**src/rtl/link_regbank_pkg.sv**
```systemverilog
package link_regbank_pkg;

    typedef enum logic [1:0] {
        ACC_IDLE   = 2'd0,
        ACC_PHY_WR = 2'd1,
        ACC_PHY_RD = 2'd2
    } acc_state_t;

    localparam logic [15:0] OFS_NODE_ID  = 16'h0000;
    localparam logic [15:0] OFS_CTRL0    = 16'h0008;
    localparam logic [15:0] OFS_CTRL2    = 16'h0010;
    localparam logic [15:0] OFS_PHY_ACC  = 16'h0014;
    localparam logic [15:0] OFS_ISTAT0   = 16'h0020;
    localparam logic [15:0] OFS_IMASK0   = 16'h0024;
    localparam int          IPAIR_STRIDE = 8;
    localparam logic [15:0] OFS_MAGIC    = 16'h007C;
    localparam logic [15:0] OFS_DMA0     = 16'h00B8;
    localparam logic [15:0] OFS_DMA1     = 16'h0138;

    localparam logic [31:0] NODE_ID_VAL  = 32'hFFC0_0001;
    localparam logic [31:0] MAGIC_VAL    = 32'h1000_0001;
    localparam logic [31:0] CTRL2_VAL    = 32'h0000_0008;

    localparam int CTRL0_SELFCLR_BIT = 23;
    localparam int ACC_WR_BIT        = 30;
    localparam int ACC_RD_BIT        = 31;
    localparam int ACC_WIDX_LSB      = 8;
    localparam int ACC_RIDX_LSB      = 24;
    localparam int RD_DONE_IRQ_BIT   = 30;

endpackage

```
**src/rtl/phy_file.sv**
```systemverilog
module phy_file #(
    parameter int IDX_W  = 4,
    parameter int DATA_W = 8
) (
    input  logic              clk,
    input  logic              rst_n,
    input  logic              we,
    input  logic [IDX_W-1:0]  widx,
    input  logic [DATA_W-1:0] wdata,
    input  logic [IDX_W-1:0]  ridx,
    output logic [DATA_W-1:0] rdata
);
    localparam int DEPTH = 1 << IDX_W;

    logic [DEPTH-1:0][DATA_W-1:0] regs_q;

    for (genvar g = 0; g < DEPTH; g++) begin : g_reg
        always_ff @(posedge clk or negedge rst_n) begin
            if (!rst_n) begin
                regs_q[g] <= '0;
            end else if (we && (widx == IDX_W'(g))) begin
                regs_q[g] <= wdata;
            end
        end
    end

    assign rdata = regs_q[ridx];
endmodule

```
**src/rtl/phy_access_fsm.sv**
```systemverilog
module phy_access_fsm
    import link_regbank_pkg::*;
#(
    parameter int DW     = 32,
    parameter int IDX_W  = 4,
    parameter int PDW    = 8
) (
    input  logic             clk,
    input  logic             rst_n,
    input  logic             cmd_we,
    input  logic [DW-1:0]    cmd_wdata,
    input  logic [PDW-1:0]   phy_rdata,
    output logic [DW-1:0]    acc_q,
    output logic             phy_we,
    output logic [IDX_W-1:0] phy_widx,
    output logic [PDW-1:0]   phy_wdata,
    output logic [IDX_W-1:0] phy_ridx,
    output logic             rd_done
);
    localparam logic [DW-1:0] WR_CLR_MASK =
        (DW'(1) << ACC_WR_BIT) | DW'({(DW/2){1'b1}});
    localparam logic [DW-1:0] RD_CLR_MASK = DW'(1) << ACC_RD_BIT;

    acc_state_t state_q, state_d;

    // state register
    always_ff @(posedge clk or negedge rst_n) begin
        if (!rst_n) state_q <= ACC_IDLE;
        else        state_q <= state_d;
    end

    // transitions: only a command write starts work
    always_comb begin
        state_d = ACC_IDLE;
        if (cmd_we) begin
            if (cmd_wdata[ACC_WR_BIT])      state_d = ACC_PHY_WR;
            else if (cmd_wdata[ACC_RD_BIT]) state_d = ACC_PHY_RD;
            else                            state_d = ACC_IDLE;
        end
    end

    // outputs
    always_comb begin
        phy_we  = 1'b0;
        rd_done = 1'b0;
        unique case (state_q)
            ACC_IDLE:   ;
            ACC_PHY_WR: phy_we  = 1'b1;
            ACC_PHY_RD: rd_done = 1'b1;
            default:    ;
        endcase
    end

    assign phy_widx  = acc_q[ACC_WIDX_LSB +: IDX_W];
    assign phy_wdata = acc_q[PDW-1:0];
    assign phy_ridx  = acc_q[ACC_RIDX_LSB +: IDX_W];

    // access word: bus write wins over completion
    always_ff @(posedge clk or negedge rst_n) begin
        if (!rst_n) begin
            acc_q <= '0;
        end else if (cmd_we) begin
            acc_q <= cmd_wdata;
        end else if (phy_we) begin
            acc_q <= acc_q & ~WR_CLR_MASK;
        end else if (rd_done) begin
            acc_q <= (acc_q & ~RD_CLR_MASK)
                   | DW'(phy_rdata)
                   | (DW'(phy_ridx) << ACC_WIDX_LSB);
        end
    end
endmodule

```
**src/rtl/irq_bank.sv**
```systemverilog
module irq_bank #(
    parameter int NUM = 3,
    parameter int DW  = 32
) (
    input  logic                   clk,
    input  logic                   rst_n,
    input  logic [NUM-1:0]         stat_w1c,
    input  logic [NUM-1:0]         mask_we,
    input  logic [DW-1:0]          wdata,
    input  logic [NUM-1:0][DW-1:0] set_bits,
    output logic [NUM-1:0][DW-1:0] stat_q,
    output logic [NUM-1:0][DW-1:0] mask_q,
    output logic                   irq
);
    logic [NUM-1:0] pend;

    for (genvar g = 0; g < NUM; g++) begin : g_pair
        always_ff @(posedge clk or negedge rst_n) begin
            if (!rst_n) begin
                stat_q[g] <= '0;
                mask_q[g] <= '0;
            end else begin
                stat_q[g] <= (stat_q[g] & ~(stat_w1c[g] ? wdata : '0))
                           | set_bits[g];
                if (mask_we[g]) mask_q[g] <= wdata;
            end
        end
        assign pend[g] = |(stat_q[g] & mask_q[g]);
    end

    assign irq = |pend;
endmodule

```
**src/rtl/link_regbank.sv**
```systemverilog
module link_regbank
    import link_regbank_pkg::*;
#(
    parameter int ADDR_W    = 16,
    parameter int DATA_W    = 32,
    parameter int NUM_PAIRS = 3,
    parameter int PHY_IDX_W = 4,
    parameter int PHY_DW    = 8
) (
    input  logic              clk,
    input  logic              rst_n,
    input  logic              bus_we,
    input  logic [ADDR_W-1:0] bus_addr,
    input  logic [DATA_W-1:0] bus_wdata,
    output logic [DATA_W-1:0] bus_rdata,
    output logic              irq
);
    localparam logic [DATA_W-1:0] CTRL0_KEEP = ~(DATA_W'(1) << CTRL0_SELFCLR_BIT);

    logic [DATA_W-1:0] ctrl0_q, dma0_q, dma1_q, acc_q;
    logic              acc_we, phy_we, rd_done;
    logic [PHY_IDX_W-1:0] phy_widx, phy_ridx;
    logic [PHY_DW-1:0]    phy_wdata, phy_rdata;
    logic [NUM_PAIRS-1:0] stat_w1c, mask_we;
    logic [NUM_PAIRS-1:0][DATA_W-1:0] set_bits, stat_q, mask_q;

    assign acc_we = bus_we && (bus_addr == OFS_PHY_ACC);

    always_comb begin
        for (int i = 0; i < NUM_PAIRS; i++) begin
            stat_w1c[i] = bus_we && (bus_addr == OFS_ISTAT0 + ADDR_W'(i * IPAIR_STRIDE));
            mask_we[i]  = bus_we && (bus_addr == OFS_IMASK0 + ADDR_W'(i * IPAIR_STRIDE));
            set_bits[i] = '0;
        end
        if (rd_done && mask_q[0][RD_DONE_IRQ_BIT])
            set_bits[0] = DATA_W'(1) << RD_DONE_IRQ_BIT;
    end

    always_ff @(posedge clk or negedge rst_n) begin
        if (!rst_n) begin
            ctrl0_q <= '0;
            dma0_q  <= '0;
            dma1_q  <= '0;
        end else if (bus_we) begin
            if (bus_addr == OFS_CTRL0) ctrl0_q <= bus_wdata & CTRL0_KEEP;
            if (bus_addr == OFS_DMA0)  dma0_q  <= bus_wdata;
            if (bus_addr == OFS_DMA1)  dma1_q  <= bus_wdata;
        end
    end

    phy_access_fsm #(.DW(DATA_W), .IDX_W(PHY_IDX_W), .PDW(PHY_DW)) u_fsm (
        .clk(clk), .rst_n(rst_n),
        .cmd_we(acc_we), .cmd_wdata(bus_wdata), .phy_rdata(phy_rdata),
        .acc_q(acc_q), .phy_we(phy_we), .phy_widx(phy_widx),
        .phy_wdata(phy_wdata), .phy_ridx(phy_ridx), .rd_done(rd_done)
    );

    phy_file #(.IDX_W(PHY_IDX_W), .DATA_W(PHY_DW)) u_phy (
        .clk(clk), .rst_n(rst_n),
        .we(phy_we), .widx(phy_widx), .wdata(phy_wdata),
        .ridx(phy_ridx), .rdata(phy_rdata)
    );

    irq_bank #(.NUM(NUM_PAIRS), .DW(DATA_W)) u_irq (
        .clk(clk), .rst_n(rst_n),
        .stat_w1c(stat_w1c), .mask_we(mask_we), .wdata(bus_wdata),
        .set_bits(set_bits), .stat_q(stat_q), .mask_q(mask_q), .irq(irq)
    );

    always_comb begin
        bus_rdata = '0;
        case (bus_addr)
            OFS_NODE_ID: bus_rdata = NODE_ID_VAL;
            OFS_MAGIC:   bus_rdata = MAGIC_VAL;
            OFS_CTRL2:   bus_rdata = CTRL2_VAL;
            OFS_CTRL0:   bus_rdata = ctrl0_q;
            OFS_PHY_ACC: bus_rdata = acc_q;
            OFS_DMA0:    bus_rdata = dma0_q;
            OFS_DMA1:    bus_rdata = dma1_q;
            default:     bus_rdata = '0;
        endcase
        for (int i = 0; i < NUM_PAIRS; i++) begin
            if (bus_addr == OFS_ISTAT0 + ADDR_W'(i * IPAIR_STRIDE)) bus_rdata = stat_q[i];
            if (bus_addr == OFS_IMASK0 + ADDR_W'(i * IPAIR_STRIDE)) bus_rdata = mask_q[i];
        end
    end
endmodule

```
**config.mk**
```make
export PLATFORM = sky130hd
export DESIGN_NAME = link_regbank
export DESIGN_NICKNAME = d
export VERILOG_FILES = /design/src/rtl/link_regbank_pkg.sv /design/src/rtl/phy_file.sv /design/src/rtl/phy_access_fsm.sv /design/src/rtl/irq_bank.sv /design/src/rtl/link_regbank.sv
export SDC_FILE = /design/constraint.sdc
export NUM_CORES = 1
export LEC_CHECK = 0
export BUFFER_PORTS_ARGS = -buffer_cell sky130_fd_sc_hd__clkbuf_2
export CORE_ASPECT_RATIO = 0.6
export CORE_MARGIN = 8
export CORE_UTILIZATION = 38
export CTS_CLUSTER_SIZE = 25
export DETAILED_ROUTE_END_ITERATION = 8
export GPL_ROUTABILITY_DRIVEN = 0
export HOLD_SLACK_MARGIN = 0.15
export PLACE_DENSITY = 0.57
export RECOVER_POWER = 100
export SYNTH_ARGS = -nofsm -noshare
export SYNTH_HDL_FRONTEND = slang
export SYNTH_SLANG_ARGS = --single-unit
export TNS_END_PERCENT = 50
```
**constraint.sdc**
```tcl
create_clock -name clk -period 4.2 [get_ports clk]
set_input_delay 0.84 -clock clk [delete_from_list [all_inputs] [get_ports clk]]
set_output_delay 0.84 -clock clk [all_outputs]
set_load 0.1 [all_outputs]
```
==> summary.md <==
| Metric | Value |
|---|---|
| Status | `finished with violations` |
| Failing checks | `capacitance limit, slew limit` |
| Syn. warnings | `0` |
| Largest family of logic cells by synthesized area | `multiplexers` |
| Top_reg_cell synth | `dfrtp_1` |
| Max-slew violation count | `111` |
| PD cells | `357.4 mW/mm²` |
| Post-route setup slack | `0.06558 ns` |
| Clk_skew | `0.02137 ns` |
| Yosys reg bits | `449` |
| Fraction of layout cells with a size suffix above 1 | `36.87%` |
| Post-Synth XOR/XNOR Area | `0.04151%` |
| Max VDD drop | `0.2486 mV` |
| Endpoint type of the worst setup path | `output pin` |
| Sequential share of the synthesized area | `53.26%` |
| Resized Gates After CTS | `0` |
| HP Class | `flip-flop to flip-flop` |
| Most frequent cell after synthesis | `dfrtp_1` |
| Mapped Cells | `1694` |
| H-tree depth | `2` |
| Fin crit share | `98.44%` |
| Gr busiest metal | `met1` |
| Critical path class | `primary input to output pin` |
| Top cell type's share of synthesized area | `53.26%` |
| Met2 Use GR | `30.24%` |
| CTS clk-pin slew, worst paths | `0.06 ns` |
| FP Rows | `67` |
| Met3 global-route usage | `9.224%` |
| DR DRC count | `0` |
| FMAX | `241.9 MHz` |
| Final TNS setup | `0 ns` |
| Simple-gate portion of the synthesized area | `8.048%` |
| # IOs | `84` |
| Mux contribution to synthesized area | `21.07%` |
| Port Buffer Count | `83` |
| Post-CTS Hold Buffers | `0` |
| Post-synth top cells | `dfrtp_1 (449), mux2_2 (289), nand2_1 (134)` |
| Clock power frac | `48.3%` |
| Post-synthesis async set-or-reset flop share | `100.0%` |
| Tightest Pin Transition | `3.048 ns` |
| Routed vias | `15950` |
| Final Hold Viols | `0` |
| Area leader, netlist | `dfrtp_1` |
| Crit path required time | `3.36 ns` |
| Largest net degree at the start of global routing | `113` |
| Mapped Nets | `1745` |
| Worst hold path cell count | `2` |
| Detailed Place HPWL | `52730 µm` |
| First-pass GRT wire length | `111600 µm` |
| P_leak | `11.80 nW` |
| Number of routed nets with antenna violations | `0` |
| Gr ovfl total | `0` |
| Reg area | `0.01124 mm²` |
| Layout Nets | `1828` |
| Vias/cell | `6.288` |
| Fin crit period | `4.134 ns` |
| WP data arrival | `3.29 ns` |
| Die Wd | `320.2 µm` |
| CP Max Fanout | `16` |
| Fillers | `5045` |
| Dpl ws | `0.06486 ns` |
| Seq pwr share | `48.7%` |
| Adder-Cell Fraction of Synth Area | `0%` |
| Post-CTS Repair Setup Buffers | `0` |
| Worst skew pair latency | `0.57 ns` |
| Routed wire length | `75810 µm` |
| GRT Util Overall | `23.59%` |
| Met1 usage | `36.41%` |
| Unrepaired setup endpoints after global routing | `true` |
| Final setup viols | `0` |
| Internal power | `6.863 mW` |
| Placed Cells | `2456` |
| Clk buf depth | `3` |
| Max-Cap Viols | `1` |
| Gate power share | `3.1%` |
| Psw | `2.026 mW` |
| R2R cell count | `8` |
| Core area | `0.05533 mm²` |
| Sink Count | `449` |
| Post-layout util | `44.95%` |
| Die area | `0.06356 mm²` |
| Synth Cell Area | `0.02110 mm²` |
| Switching part of the total | `22.79%` |
| Initial core utilization | `38.13%` |
| Die H | `198.5 µm` |
| Dominant cells by area after synthesis | `dfrtp_1 (53%), mux2_2 (15%), mux4_2 (3.4%)` |
| Drt first-iter violations | `2444` |
| Vias in the first global route | `15710` |
| Area of the multi-input gates | `0.009258 mm²` |
| Finished Layout Cells | `2537` |
| Area Growth Syn to Fin | `17.89%` |
| TritonCTS buffer count | `43` |
| Root buffer cell | `clkbuf_16` |
| DRT Pass-1 Iters | `6` |
| EDFF count, synth | `0` |
| Initial antenna violation count | `7` |
| Avg Inst Size Synth | `12.45 µm²` |
| Synth Area in Compound Gates | `14.13%` |
| Unique cell type count in the Yosys netlist | `60` |
| CTS tree | `yes` |
| Startpoint Class | `primary input` |
| Slew margin rel. | `-103.2%` |
| WL/cell | `29.88 µm` |
==> metal layers <==
metal  routed length [µm]  vias up
met3                 9986      140
met5                   60        -
met2                28840      896
met4                 1682       10
met1                35240     8386
li1                     -     6521
==> power by group through the flow <==
stage / combinational, mW / sequential, mW / clock, mW
2_1_floorplan: 0.0926 / 4.41 / 0
3_3_place_gp: 0.270 / 4.41 / 0
3_5_place_dp: 0.275 / 4.41 / 0
4_1_cts: 0.276 / 4.32 / 4.35
5_1_grt: 0.298 / 4.32 / 4.52
6_report: 0.272 / 4.32 / 4.29
==> cells by family (layout without fill, tap and decap cells) <==
family / after synthesis / count (layout)
muxes: 353 / 353
xor gates and xnor gates: 1 / 1
AOI/OAI and AO/OA: 420 / 420
DFF: 449 / 449
buffers and inverters: 149 / 267
and+or+nand+nor: 322 / 322
other: 0 / 1
==> area by class of cell <==
| type | instances | area share [%] |
|---|---|---|
| clock inverters | 27 | 1.373 |
| clock buffers | 53 | 4.844 |
| repair buffers | 184 | 7.686 |
| inverters | 3 | 0.04527 |
| diodes | 1 | 0.01006 |
| flip-flops and latches | 449 | 45.18 |
| well taps | 724 | 3.642 |
| multi-input cells | 1096 | 37.22 |
==> critical path: stages <==
cell and delay, ns:
clkbuf_2 0.10, or4_1 0.53, buf_4 0.22, nor4_4 0.36, buf_12 0.23, buf_4 0.22
a221oi_1 0.11, a211o_1 0.27, nand4_1 0.18, buf_12 0.21
==> path summary, 6_finish.rpt <==
| check | slack (ns) | endpoint | start |
|---|---|---|---|
| setup / recovery | 0.07 | bus_rdata[30] | bus_addr[9] |
| min in group asynchronous | 1.20 | u_irq.stat_q[49] | rst_n |
| hold / removal | 0.47 | u_fsm.acc_q[16] | u_fsm.acc_q[16] |
| hold reg to reg | 0.47 | u_fsm.acc_q[16] | u_fsm.acc_q[16] |
| setup reg to reg | 1.29 | u_fsm.acc_q[6] | u_fsm.acc_q[24] |
| max in group asynchronous | 0.68 | u_irq.mask_q[72] | rst_n |
==> placed cells by master, fill, tap and decap left out, drive strengths merged, types with 2 or more instances in the layout <==
master,n
o21ai,40
a21oi,84
nand3,22
o2111ai,4
clkinvlp,5
clkinv,14
and3,9
nor3,14
a222oi,20
nand4bb,2
nand4,15
nor3b,3
or2,2
nand2,136
nand2b,6
o22ai,16
mux4,32
o211ai,10
a21boi,95
buf,125
inv,4
nor4b,2
mux2,319
or4b,6
and2,3
nor4,15
a22o,14
a31oi,2
clkbuf,112
a221oi,38
or4,5
dfrtp,449
nor2,66
a22oi,74
a221o,12
a211oi,2
mux2i,2
nor2b,13
bufinv,7
a211o,4
==> registers in the layout (all words and copies together) (netlist names) <==
name and cells:
u_fsm.state_q 2, dma1_q 32, ctrl0_q 31, u_irq.mask_q 96, u_phy.regs_q 128, u_irq.stat_q 96
u_fsm.acc_q 32, dma0_q 32
==> through the flow <==
stage               hold WS [ns]  power [mW]  cell area, µm²
floorplan                 0.4376       4.500           21150
global placement          0.4502       4.677           23350
CTS                       0.3875       8.955           24900
global route              0.4918       9.139           24870
finish                    0.4713       8.888           24870
detailed placement        0.4609       4.682           23350
No activity file was read; power rests on OpenSTA's default activity.
